--- config.mk ---
export PLATFORM = sky130hd
export DESIGN_NAME = bbs_burst_seq
export DESIGN_NICKNAME = d
export VERILOG_FILES = /design/src/rtl/bbs_pkg.sv /design/src/rtl/bbs_req_decode.sv /design/src/rtl/bbs_addr_gen.sv /design/src/rtl/bbs_beat_ctrl.sv /design/src/rtl/bbs_burst_seq.sv
export SDC_FILE = /design/constraint.sdc
export NUM_CORES = 1
export LEC_CHECK = 0
export BUFFER_PORTS_ARGS = -buffer_cell sky130_fd_sc_hd__clkbuf_2
export CORE_MARGIN = 2
export CORE_UTILIZATION = 30
export CTS_CLUSTER_SIZE = 24
export DETAILED_ROUTE_END_ITERATION = 10
export SLEW_MARGIN = 25
export SYNTH_ARGS = -nofsm -noshare
export SYNTH_HDL_FRONTEND = slang
export SYNTH_SLANG_ARGS = --single-unit
--- constraint.sdc ---
create_clock -name clk -period 1.3 [get_ports clk]
set_input_delay 0.325 -clock clk [delete_from_list [all_inputs] [get_ports clk]]
set_output_delay 0.325 -clock clk [all_outputs]
set_load 0.01 [all_outputs]
--- src/rtl/bbs_pkg.sv ---
package bbs_pkg;
  typedef enum logic {
    ST_IDLE = 1'b0,
    ST_BEAT = 1'b1
  } bbs_state_e;
endpackage

--- src/rtl/bbs_req_decode.sv ---
module bbs_req_decode #(
  parameter int LANES      = 8,
  parameter int SIZE_W     = 4,
  parameter int ADDR_W     = 5,
  parameter int BURST_CODE = 2,
  parameter int MAX_SINGLE = 6
) (
  input  logic              burst_i,
  input  logic [SIZE_W-1:0] size_i,
  input  logic [ADDR_W-1:0] addr_i,
  output logic              ok_o,
  output logic              is_burst_o,
  output logic [LANES-1:0]  mask_o
);
  localparam int OFF_W = $clog2(LANES);
  localparam int SUM_W = ((OFF_W > SIZE_W) ? OFF_W : SIZE_W) + 1;

  logic [SUM_W-1:0] off_ext;
  logic [SUM_W-1:0] size_ext;
  logic [SUM_W-1:0] end_ext;
  logic             burst_ok;
  logic             single_ok;

  always_comb begin
    off_ext   = SUM_W'(addr_i[OFF_W-1:0]);
    size_ext  = SUM_W'(size_i);
    end_ext   = off_ext + size_ext;
    burst_ok  = burst_i && (size_i == SIZE_W'(BURST_CODE));
    single_ok = !burst_i && (size_i != '0) &&
                (size_i <= SIZE_W'(MAX_SINGLE)) &&
                (end_ext <= SUM_W'(LANES));
    ok_o       = burst_ok || single_ok;
    is_burst_o = burst_ok;
  end

  for (genvar k = 0; k < LANES; k++) begin : g_lane
    localparam logic [SUM_W-1:0] KV = SUM_W'(k);
    assign mask_o[k] = is_burst_o || ((KV >= off_ext) && (KV < end_ext));
  end
endmodule

--- src/rtl/bbs_addr_gen.sv ---
module bbs_addr_gen #(
  parameter int ADDR_W = 5,
  parameter int OFF_W  = 3,
  parameter int BEAT_W = 2
) (
  input  logic              burst_i,
  input  logic [ADDR_W-1:0] base_addr_i,
  input  logic [BEAT_W-1:0] idx_i,
  output logic [ADDR_W-1:0] addr_o
);
  localparam int BLK_W = OFF_W + BEAT_W;

  logic [BEAT_W-1:0] dw_sel;

  always_comb begin
    dw_sel = base_addr_i[BLK_W-1:OFF_W] + idx_i;
    addr_o = base_addr_i;
    if (burst_i) begin
      addr_o[BLK_W-1:OFF_W] = dw_sel;
      addr_o[OFF_W-1:0]     = '0;
    end
  end
endmodule

--- src/rtl/bbs_beat_ctrl.sv ---
module bbs_beat_ctrl
  import bbs_pkg::*;
#(
  parameter int LANES       = 8,
  parameter int ADDR_W      = 5,
  parameter int BURST_BEATS = 4
) (
  input  logic              clk,
  input  logic              rst_n,
  input  logic              start_i,
  input  logic              req_ok_i,
  input  logic              req_burst_i,
  input  logic [ADDR_W-1:0] req_addr_i,
  input  logic [LANES-1:0]  req_mask_i,
  input  logic              ack_i,
  output logic              busy_o,
  output logic [$clog2(BURST_BEATS)-1:0] idx_o,
  output logic              burst_o,
  output logic [ADDR_W-1:0] base_addr_o,
  output logic [LANES-1:0]  mask_o,
  output logic              last_o,
  output logic              err_o
);
  localparam int BEAT_W = $clog2(BURST_BEATS);
  localparam logic [BEAT_W-1:0] BEAT_MAX = BEAT_W'(BURST_BEATS - 1);

  bbs_state_e        state_q, state_d;
  logic [BEAT_W-1:0] idx_q, idx_d;
  logic              burst_q, burst_d;
  logic [ADDR_W-1:0] addr_q, addr_d;
  logic [LANES-1:0]  mask_q, mask_d;
  logic              err_q, err_d;
  logic              is_last;
  logic              accept;
  logic              load_en;
  logic              step_en;

  always_comb begin
    is_last = (state_q == ST_BEAT) && (!burst_q || (idx_q == BEAT_MAX));
    accept  = start_i && ((state_q == ST_IDLE) || (ack_i && is_last));
    load_en = accept && req_ok_i;
    step_en = (state_q == ST_BEAT) && ack_i && !is_last;

    state_d = state_q;
    idx_d   = idx_q;
    burst_d = burst_q;
    addr_d  = addr_q;
    mask_d  = mask_q;
    err_d   = accept && !req_ok_i;

    if ((state_q == ST_BEAT) && ack_i && is_last) begin
      state_d = ST_IDLE;
    end
    if (step_en) begin
      idx_d = idx_q + 1'b1;
    end
    if (load_en) begin
      state_d = ST_BEAT;
      idx_d   = '0;
      burst_d = req_burst_i;
      addr_d  = req_addr_i;
      mask_d  = req_mask_i;
    end
  end

  always_ff @(posedge clk or negedge rst_n) begin
    if (!rst_n) begin
      state_q <= ST_IDLE;
      idx_q   <= '0;
      burst_q <= 1'b0;
      addr_q  <= '0;
      mask_q  <= '0;
      err_q   <= 1'b0;
    end else begin
      state_q <= state_d;
      err_q   <= err_d;
      if (load_en || step_en) begin
        idx_q <= idx_d;
      end
      if (load_en) begin
        burst_q <= burst_d;
        addr_q  <= addr_d;
        mask_q  <= mask_d;
      end
    end
  end

  assign busy_o      = (state_q == ST_BEAT);
  assign idx_o       = idx_q;
  assign burst_o     = burst_q;
  assign base_addr_o = addr_q;
  assign mask_o      = mask_q;
  assign last_o      = is_last;
  assign err_o       = err_q;
endmodule

--- src/rtl/bbs_burst_seq.sv ---
module bbs_burst_seq #(
  parameter int LANES       = 8,
  parameter int BURST_BEATS = 4,
  parameter int ADDR_W      = 5,
  parameter int SIZE_W      = 4,
  parameter int BURST_CODE  = 2,
  parameter int MAX_SINGLE  = 6
) (
  input  logic              clk,
  input  logic              rst_n,
  input  logic              start_i,
  input  logic              burst_i,
  input  logic [SIZE_W-1:0] size_i,
  input  logic [ADDR_W-1:0] addr_i,
  input  logic              ack_i,
  output logic              beat_valid_o,
  output logic [ADDR_W-1:0] beat_addr_o,
  output logic [LANES-1:0]  lane_en_o,
  output logic              last_o,
  output logic              err_o
);
  localparam int OFF_W  = $clog2(LANES);
  localparam int BEAT_W = $clog2(BURST_BEATS);

  logic              rst_meta_q;
  logic              rst_sync_n;
  logic              req_ok;
  logic              req_burst;
  logic [LANES-1:0]  req_mask;
  logic              busy;
  logic [BEAT_W-1:0] beat_idx;
  logic              cur_burst;
  logic [ADDR_W-1:0] base_addr;
  logic [LANES-1:0]  cur_mask;
  logic              cur_last;
  logic [ADDR_W-1:0] gen_addr;

  always_ff @(posedge clk or negedge rst_n) begin
    if (!rst_n) begin
      rst_meta_q <= 1'b0;
      rst_sync_n <= 1'b0;
    end else begin
      rst_meta_q <= 1'b1;
      rst_sync_n <= rst_meta_q;
    end
  end

  bbs_req_decode #(
    .LANES(LANES), .SIZE_W(SIZE_W), .ADDR_W(ADDR_W),
    .BURST_CODE(BURST_CODE), .MAX_SINGLE(MAX_SINGLE)
  ) dec_i (
    .burst_i(burst_i), .size_i(size_i), .addr_i(addr_i),
    .ok_o(req_ok), .is_burst_o(req_burst), .mask_o(req_mask)
  );

  bbs_beat_ctrl #(
    .LANES(LANES), .ADDR_W(ADDR_W), .BURST_BEATS(BURST_BEATS)
  ) ctrl_i (
    .clk(clk), .rst_n(rst_sync_n), .start_i(start_i),
    .req_ok_i(req_ok), .req_burst_i(req_burst), .req_addr_i(addr_i),
    .req_mask_i(req_mask), .ack_i(ack_i), .busy_o(busy),
    .idx_o(beat_idx), .burst_o(cur_burst), .base_addr_o(base_addr),
    .mask_o(cur_mask), .last_o(cur_last), .err_o(err_o)
  );

  bbs_addr_gen #(
    .ADDR_W(ADDR_W), .OFF_W(OFF_W), .BEAT_W(BEAT_W)
  ) agen_i (
    .burst_i(cur_burst), .base_addr_i(base_addr), .idx_i(beat_idx),
    .addr_o(gen_addr)
  );

  assign beat_valid_o = busy;
  assign beat_addr_o  = busy ? gen_addr : '0;
  assign lane_en_o    = busy ? cur_mask : '0;
  assign last_o       = cur_last;
endmodule

# Yosys cells after proc, flatten, opt, wreduce, memory -nomap -nowiden
# Cells that the tools add are included.
dict set report op_classes {
  addsub 3
  magnitude_cmp 18
  eq_ne 2
  mux 7
  bitwise 1
  n_reduce_logical 40
}
# operator count
set op_table {}
lappend op_table {{1-bit logical AND} 20}
lappend op_table {{3-bit by 5-bit < comparator with 1-bit output (first input constant)} 4}
lappend op_table {{3-bit >= comparator (first input constant)} 4}
lappend op_table {{1-bit logical OR} 12}
lappend op_table {{1-bit by 5-bit < comparator with 1-bit output (first input constant)} 2}
lappend op_table {{2-bit by 5-bit < comparator with 1-bit output (first input constant)} 2}
lappend op_table {{5-bit 2-to-1 mux} 2}
lappend op_table {{8-bit 2-to-1 mux} 1}
lappend op_table {{1-bit by 3-bit >= comparator with 1-bit output (first input constant)} 2}
lappend op_table {{2-bit by 3-bit >= comparator with 1-bit output (first input constant)} 2}
lappend op_table {{3-bit by 4-bit adder with 5-bit output} 1}
lappend op_table {{5-bit by 4-bit less-or-equal comparator with 1-bit output (second input constant)} 1}
lappend op_table {{4-bit by 2-bit equality test with 1-bit output (second input constant)} 1}
lappend op_table {{4-bit by 3-bit less-or-equal comparator with 1-bit output (second input constant)} 1}
lappend op_table {{1-bit logical NOT} 4}
lappend op_table {{2-bit 2-to-1 mux} 2}
lappend op_table {{2-bit nonzero test} 2}
lappend op_table {{4-bit nonzero test} 1}
lappend op_table {{2-bit by 1-bit adder with 2-bit output (second input constant)} 1}
lappend op_table {{2-bit adder} 1}
lappend op_table {{2-bit equality test (second input constant)} 1}
lappend op_table {{1-bit 2-to-1 mux} 2}
lappend op_table {{2-bit AND reduction} 1}
lappend op_table {{1-bit NOT} 1}
dict set report word_totals {
  regBits 20
}

# Longest topological paths before layout
dict set report depth {
  word_depth 9
  ltp_mapped 9
}

# By module
# Synthesis repeated with hierarchy kept, for this count alone.
dict set report unflattened {
  cells_unflattened 127
  area_unflattened_um2 1366.3
}
# module instances cells_each area_per_inst_um2 seq_area_each_um2
set modules_own_cells {}
lappend modules_own_cells {bbs_beat_ctrl 1 54 815.8 450.4}
lappend modules_own_cells {bbs_req_decode 1 48 329.1 0.0}
lappend modules_own_cells {bbs_burst_seq 1 17 157.7 50.0}
lappend modules_own_cells {bbs_addr_gen 1 8 63.8 0.0}

# Worst setup path after synthesis
# Ideal clock, no wire load.
dict set report synth_timing {
  path_kind {input to register}
  startpoint {input port size_i[0]}
  endpoint {register ctrl_i.addr_q[0], in the netlist ctrl_i.base_addr_o[0]}
  setup_time_ns 0.125
  t_arrival_ns 2.054
  required_ns 1.175
  setup_slack_ns -0.879
  stages 8
  path_buffers 0
  cell_sequence {ha_1 > inv_1 > fa_1 > nor2b_1 > and2_1 > o21ai_2 > a21oi_4 > mux2_2}
}
dict set report synth_between {
  elab_chain_cells 6
  elab_cells_between_ends 11
  cone_classes {add/sub: 1; order compare: 2; eq/ne: 1; reduce/logical: 7}
}
# element line_no
set synth_rtl {}
lappend synth_rtl {{start: declaration} bbs_burst_seq.sv:13} ;# input logic [SIZE_W-1:0] size_i,
lappend synth_rtl {{branches (longest 4 deep; another with 3-bit by 4-bit adder with 5-bit output)} --}
lappend synth_rtl {{1-bit logical OR *} bbs_req_decode.sv:32} ;# ok_o = burst_ok || single_ok;
lappend synth_rtl {{1-bit logical AND *} bbs_beat_ctrl.sv:41} ;# load_en = accept && req_ok_i;
lappend synth_rtl {{end signal: assignment} bbs_beat_ctrl.sv:82} ;# addr_q <= addr_d;
lappend synth_rtl {{end: declaration} bbs_beat_ctrl.sv:30} ;# logic [ADDR_W-1:0] addr_q, addr_d;
# Mark *: on every way between the ends.
# A chain may end at the register's enable or synchronous reset.

# Worst setup path after layout
dict set report layout_timing {
  startpoint {input port addr_i[0]}
  endpoint {register ctrl_i.addr_q[4], in the netlist ctrl_i.base_addr_o[4]}
}
dict set report layout_between {
  elab_chain_cells 5
}
# element line_no
set layout_rtl {}
lappend layout_rtl {{start: declaration} bbs_burst_seq.sv:14} ;# input logic [ADDR_W-1:0] addr_i,
lappend layout_rtl {{3-bit by 4-bit adder with 5-bit output} bbs_req_decode.sv:27} ;# end_ext = off_ext + size_ext;
lappend layout_rtl {{5-bit by 4-bit less-or-equal comparator with 1-bit output} bbs_req_decode.sv:31} ;# (end_ext <= SUM_W'(LANES));
lappend layout_rtl {{1-bit logical AND} bbs_req_decode.sv:30} ;# (size_i <= SIZE_W'(MAX_SINGLE)) &&
lappend layout_rtl {{1-bit logical OR} bbs_req_decode.sv:32}
lappend layout_rtl {{1-bit logical AND} bbs_beat_ctrl.sv:41}
# Every way passes these cells.

==> impl_metrics.ini <==
[pwr]
p_sw_w = 0.000682
power_frac_clock_pct = 16.8
pwr_density_cell_nw_per_um2 = 1180
switching_share_pct = 29.2
power.static_leakage_nw = 0.946
power_frac_comb_pct = 44.9
internal_power_w = 0.00165
power_frac_seq_pct = 38.3
vdd.ir_drop.worst_mv = 1.05

[logic_synthesis]
ys_ff_latch = 20
synth.top_cell.area_share_pct = 43.0
netlist-cell-type-count = 36
yosys-top-cells-area = dfrtp_1 43%, and2_1 7.0%, ha_1 5.4%
synth-async-reset-ratio_pct = 100
synth-warning-count = 0
ys_top_cells_by_count = 20 x dfrtp_1, 13 x and2_1, 9 x nor2_1
synth_cells = 114
most_frequently_used_flop_master_after_synthesis = dfrtp_1
synthesis.area_um2 = 1160
synth-seq-area-share_pct = 43.0
synth_edf_count = 0
yosysTopAreaCell = dfrtp_1
mappedNetlistNets = 134
post_synth.cell_area_avg_um2 = 10.2
synth_most_common_cell = dfrtp_1

[timing]
hold_violations = 0
timing.hold.ws_ns = 0.187
period_share_pct = 147
timing_max_transition_violations_final = 0
final.setup.worst_slack_ns = -0.613
finalSetupViolations = 33
rsz0062_at_grt = true
fmax_mhz = 523
fin_crit_ns = 1.91
worst_skew_ns = 0.00426

[clock_tree]
tritoncts.num_buffers = 3
h_tree_lvl_count = 1
cts.sinks = 20
cts.path.max_buffers = 2
cts_tree = built
ctsRootBufferMaster = clkbuf_8
register_clock_pin_slew_on_the_reported_worst_setup_and_hold_paths_ns = 0.07
insertion_delay_ns = 0.26

[floorplanning]
overall_die_area_um2 = 4400
die_width_um = 66.3
row_count = 22
design.portCount = 30
initial_core_util_pct = 31.6
placeableCoreArea_um2 = 3690
die-height_um = 66.3

[global_routing]
grt_max_degree = 19
antenna_found_initial = 0
grt_use_met1_pct = 17.7
gr-max-usage-layer = met2
grt.overflow.total = 0
grt_pass1_vias = 1116
grt_use_met3_pct = 3.58
grt.total_usage_pct = 15.2
grt_pass1_wl_um = 4960
grtUsageMet2_pct = 27.4

[finish]
syn2layout_area_growth_pct = 70.1
fillCellCount = 317
num-nets-final = 203
layout-drive-gt1-share_pct = 55.8
num_antenna_cells = 0
post_layout_nonfiller_instances = 229

[critical_path]
critPathMaxFanout = 5
critical_path.startpoint_type = primary input
end_kind = flip-flop
worst-setup-path-type = in2reg
critical_path_arrival_ns = 2.06
cp.required_ns = 1.45

[route]
initialDrtViolationCount = 22
drt-pass1-iter-count = 4
route.detailed.wl_per_inst_um = 12.9
vias = 1067
drc_errors = 0
routed_wirelength_um = 2950
viasPerCell = 4.66
drtAntennaViolNets = 0

[placement]
detailedPlacementHpwl_um = 2160
io_buffer_count = 29
gpl.final_weighted_congestion = 0.772
post-place-cells = 213

[status]
outcome = complete, but fails checks
failed_checks = setup timing

[worst_hold_path]
min-delay-path-class = reg2async

[flow_run]
max_cap_viols = 0
## power groups by stage
| stage | Clock, W | Combinational [W] | Sequential, W |
|---|---|---|---|
| 3_5_place_dp | 0 | 0.000721 | 0.000882 |
| 4_1_cts | 0.000401 | 0.000906 | 0.000888 |
| 2_1_floorplan | 0 | 0.000432 | 0.000873 |
| 3_3_place_gp | 0 | 0.000705 | 0.000874 |
| 5_1_grt | 0.000436 | 0.00114 | 0.000913 |
| 6_report | 0.000392 | 0.00105 | 0.000893 |
## sequential cells by signal, summed over array words and instances, names as in the netlist
register,cells
ctrl_i.base_addr_o,5
ctrl_i.burst_o,1
ctrl_i.busy_o,1
ctrl_i.err_o,1
ctrl_i.idx_o,2
ctrl_i.mask_o,8
rst_meta_q,1
rst_sync_n,1
## worst paths after layout
path	from	endpoint	slack [ns]	cells after the start
max in group asynchronous	rst_n	rst_meta_q$_DFF_PN0_	0.82	2
min in group clk	addr_i[3]	ctrl_i.base_addr_o[3]$_DFFE_PN0P_	0.32	2
hold / removal	rst_sync_n$_DFF_PN0_	ctrl_i.idx_o[1]$_DFFE_PN0P_	0.19	1
hold reg to reg	rst_sync_n$_DFF_PN0_	ctrl_i.idx_o[1]$_DFFE_PN0P_	0.19	1
setup reg to reg	ctrl_i.idx_o[0]$_DFFE_PN0P_	ctrl_i.base_addr_o[4]$_DFFE_PN0P_	-0.48	8
setup / recovery	addr_i[0]	ctrl_i.base_addr_o[4]$_DFFE_PN0P_	-0.61	10
## critical path: stages
cell,delay (ns)
buf_8,0.08
ha_4,0.12
inv_2,0.03
fa_2,0.54
nor2b_4,0.14
and2_4,0.15
o21ai_4,0.06
a21oi_4,0.17
buf_12,0.14
mux2_4,0.29
## area by class of cell
type / count / area (um2) / area share [%]
timing repair buffer: 67 / 593 / 29.9
sequential: 20 / 500 / 25.3
inverter: 4 / 15.0 / 0.758
tap: 48 / 60.1 / 3.03
clock buffer: 3 / 41.3 / 2.08
multi-input combinational: 87 / 772 / 39.0
## layout by cell type (no fill, tap or decap), drive strengths merged
cell type,netlist,layout
a2111oi,1,1
a211oi,2,2
a21bo,1,1
a21o,1,1
a21oi,4,4
a221oi,1,1
a2bb2oi,3,3
and2,13,13
and3,1,1
buf,2,54
clkbuf,1,15
conb,1,1
dfrtp,20,20
dlygate4sd3,0,1
fa,1,1
ha,5,5
inv,4,4
mux2,5,5
mux2i,2,2
nand2,5,5
nand2b,2,2
nand3,3,3
nand3b,1,1
nor2,9,9
nor2b,5,5
nor3,1,1
nor4,2,2
o21ai,6,6
o21bai,1,1
o22a,5,5
o2bb2ai,1,1
or2,1,1
xnor2,1,1
xor2,3,3
## logic make-up (layout without fill, tap and decap cells)
| family | count (synthesis) | in the layout | synth area share [%] |
|---|---|---|---|
| muxes | 7 | 7 | 6.55 |
| and+or+nand+nor | 43 | 43 | 19.8 |
| buffers and inverters | 7 | 74 | 3.01 |
| xor gates and xnor gates | 4 | 4 | 3.01 |
| other | 1 | 1 | 0.322 |
| DFF | 20 | 20 | 43.0 |
| adders and majority gates | 6 | 6 | 7.09 |
| AOI/OAI and AO/OA | 26 | 26 | 17.3 |
## layer usage
metal	wire length (um)	up-vias
met3	104	2
met2	1550	19
met4	17	0
met5	0	-
li1	-	536
met1	1270	510
## per-stage QoR
step | setup slack (ns) | setup TNS [ns] | total power (W) | instance area, um2 | utilization, %
3_3_place_gp | -0.943 | -15.96 | 0.00158 | 1600 | 43.4
6_report | -0.613 | -13.63 | 0.00233 | 1980 | 53.7
5_1_grt | -0.680 | -15.58 | 0.00249 | 1980 | 53.7
2_1_floorplan | -0.796 | -12.71 | 0.00130 | 1230 | -
3_5_place_dp | -0.973 | -16.48 | 0.00160 | 1600 | 43.4
4_1_cts | -0.642 | -13.24 | 0.00219 | 1840 | 49.9
## what timing repair did
action,in CTS,in global routing
hold endpoints to repair,2,0
hold buffers,1,0
pin swaps,7,7
setup buffers,7,5
gates cloned,1,0
gates resized for setup,23,40
endpoints found under the setup margin,32,33
(Power assumes the default switching activity.)
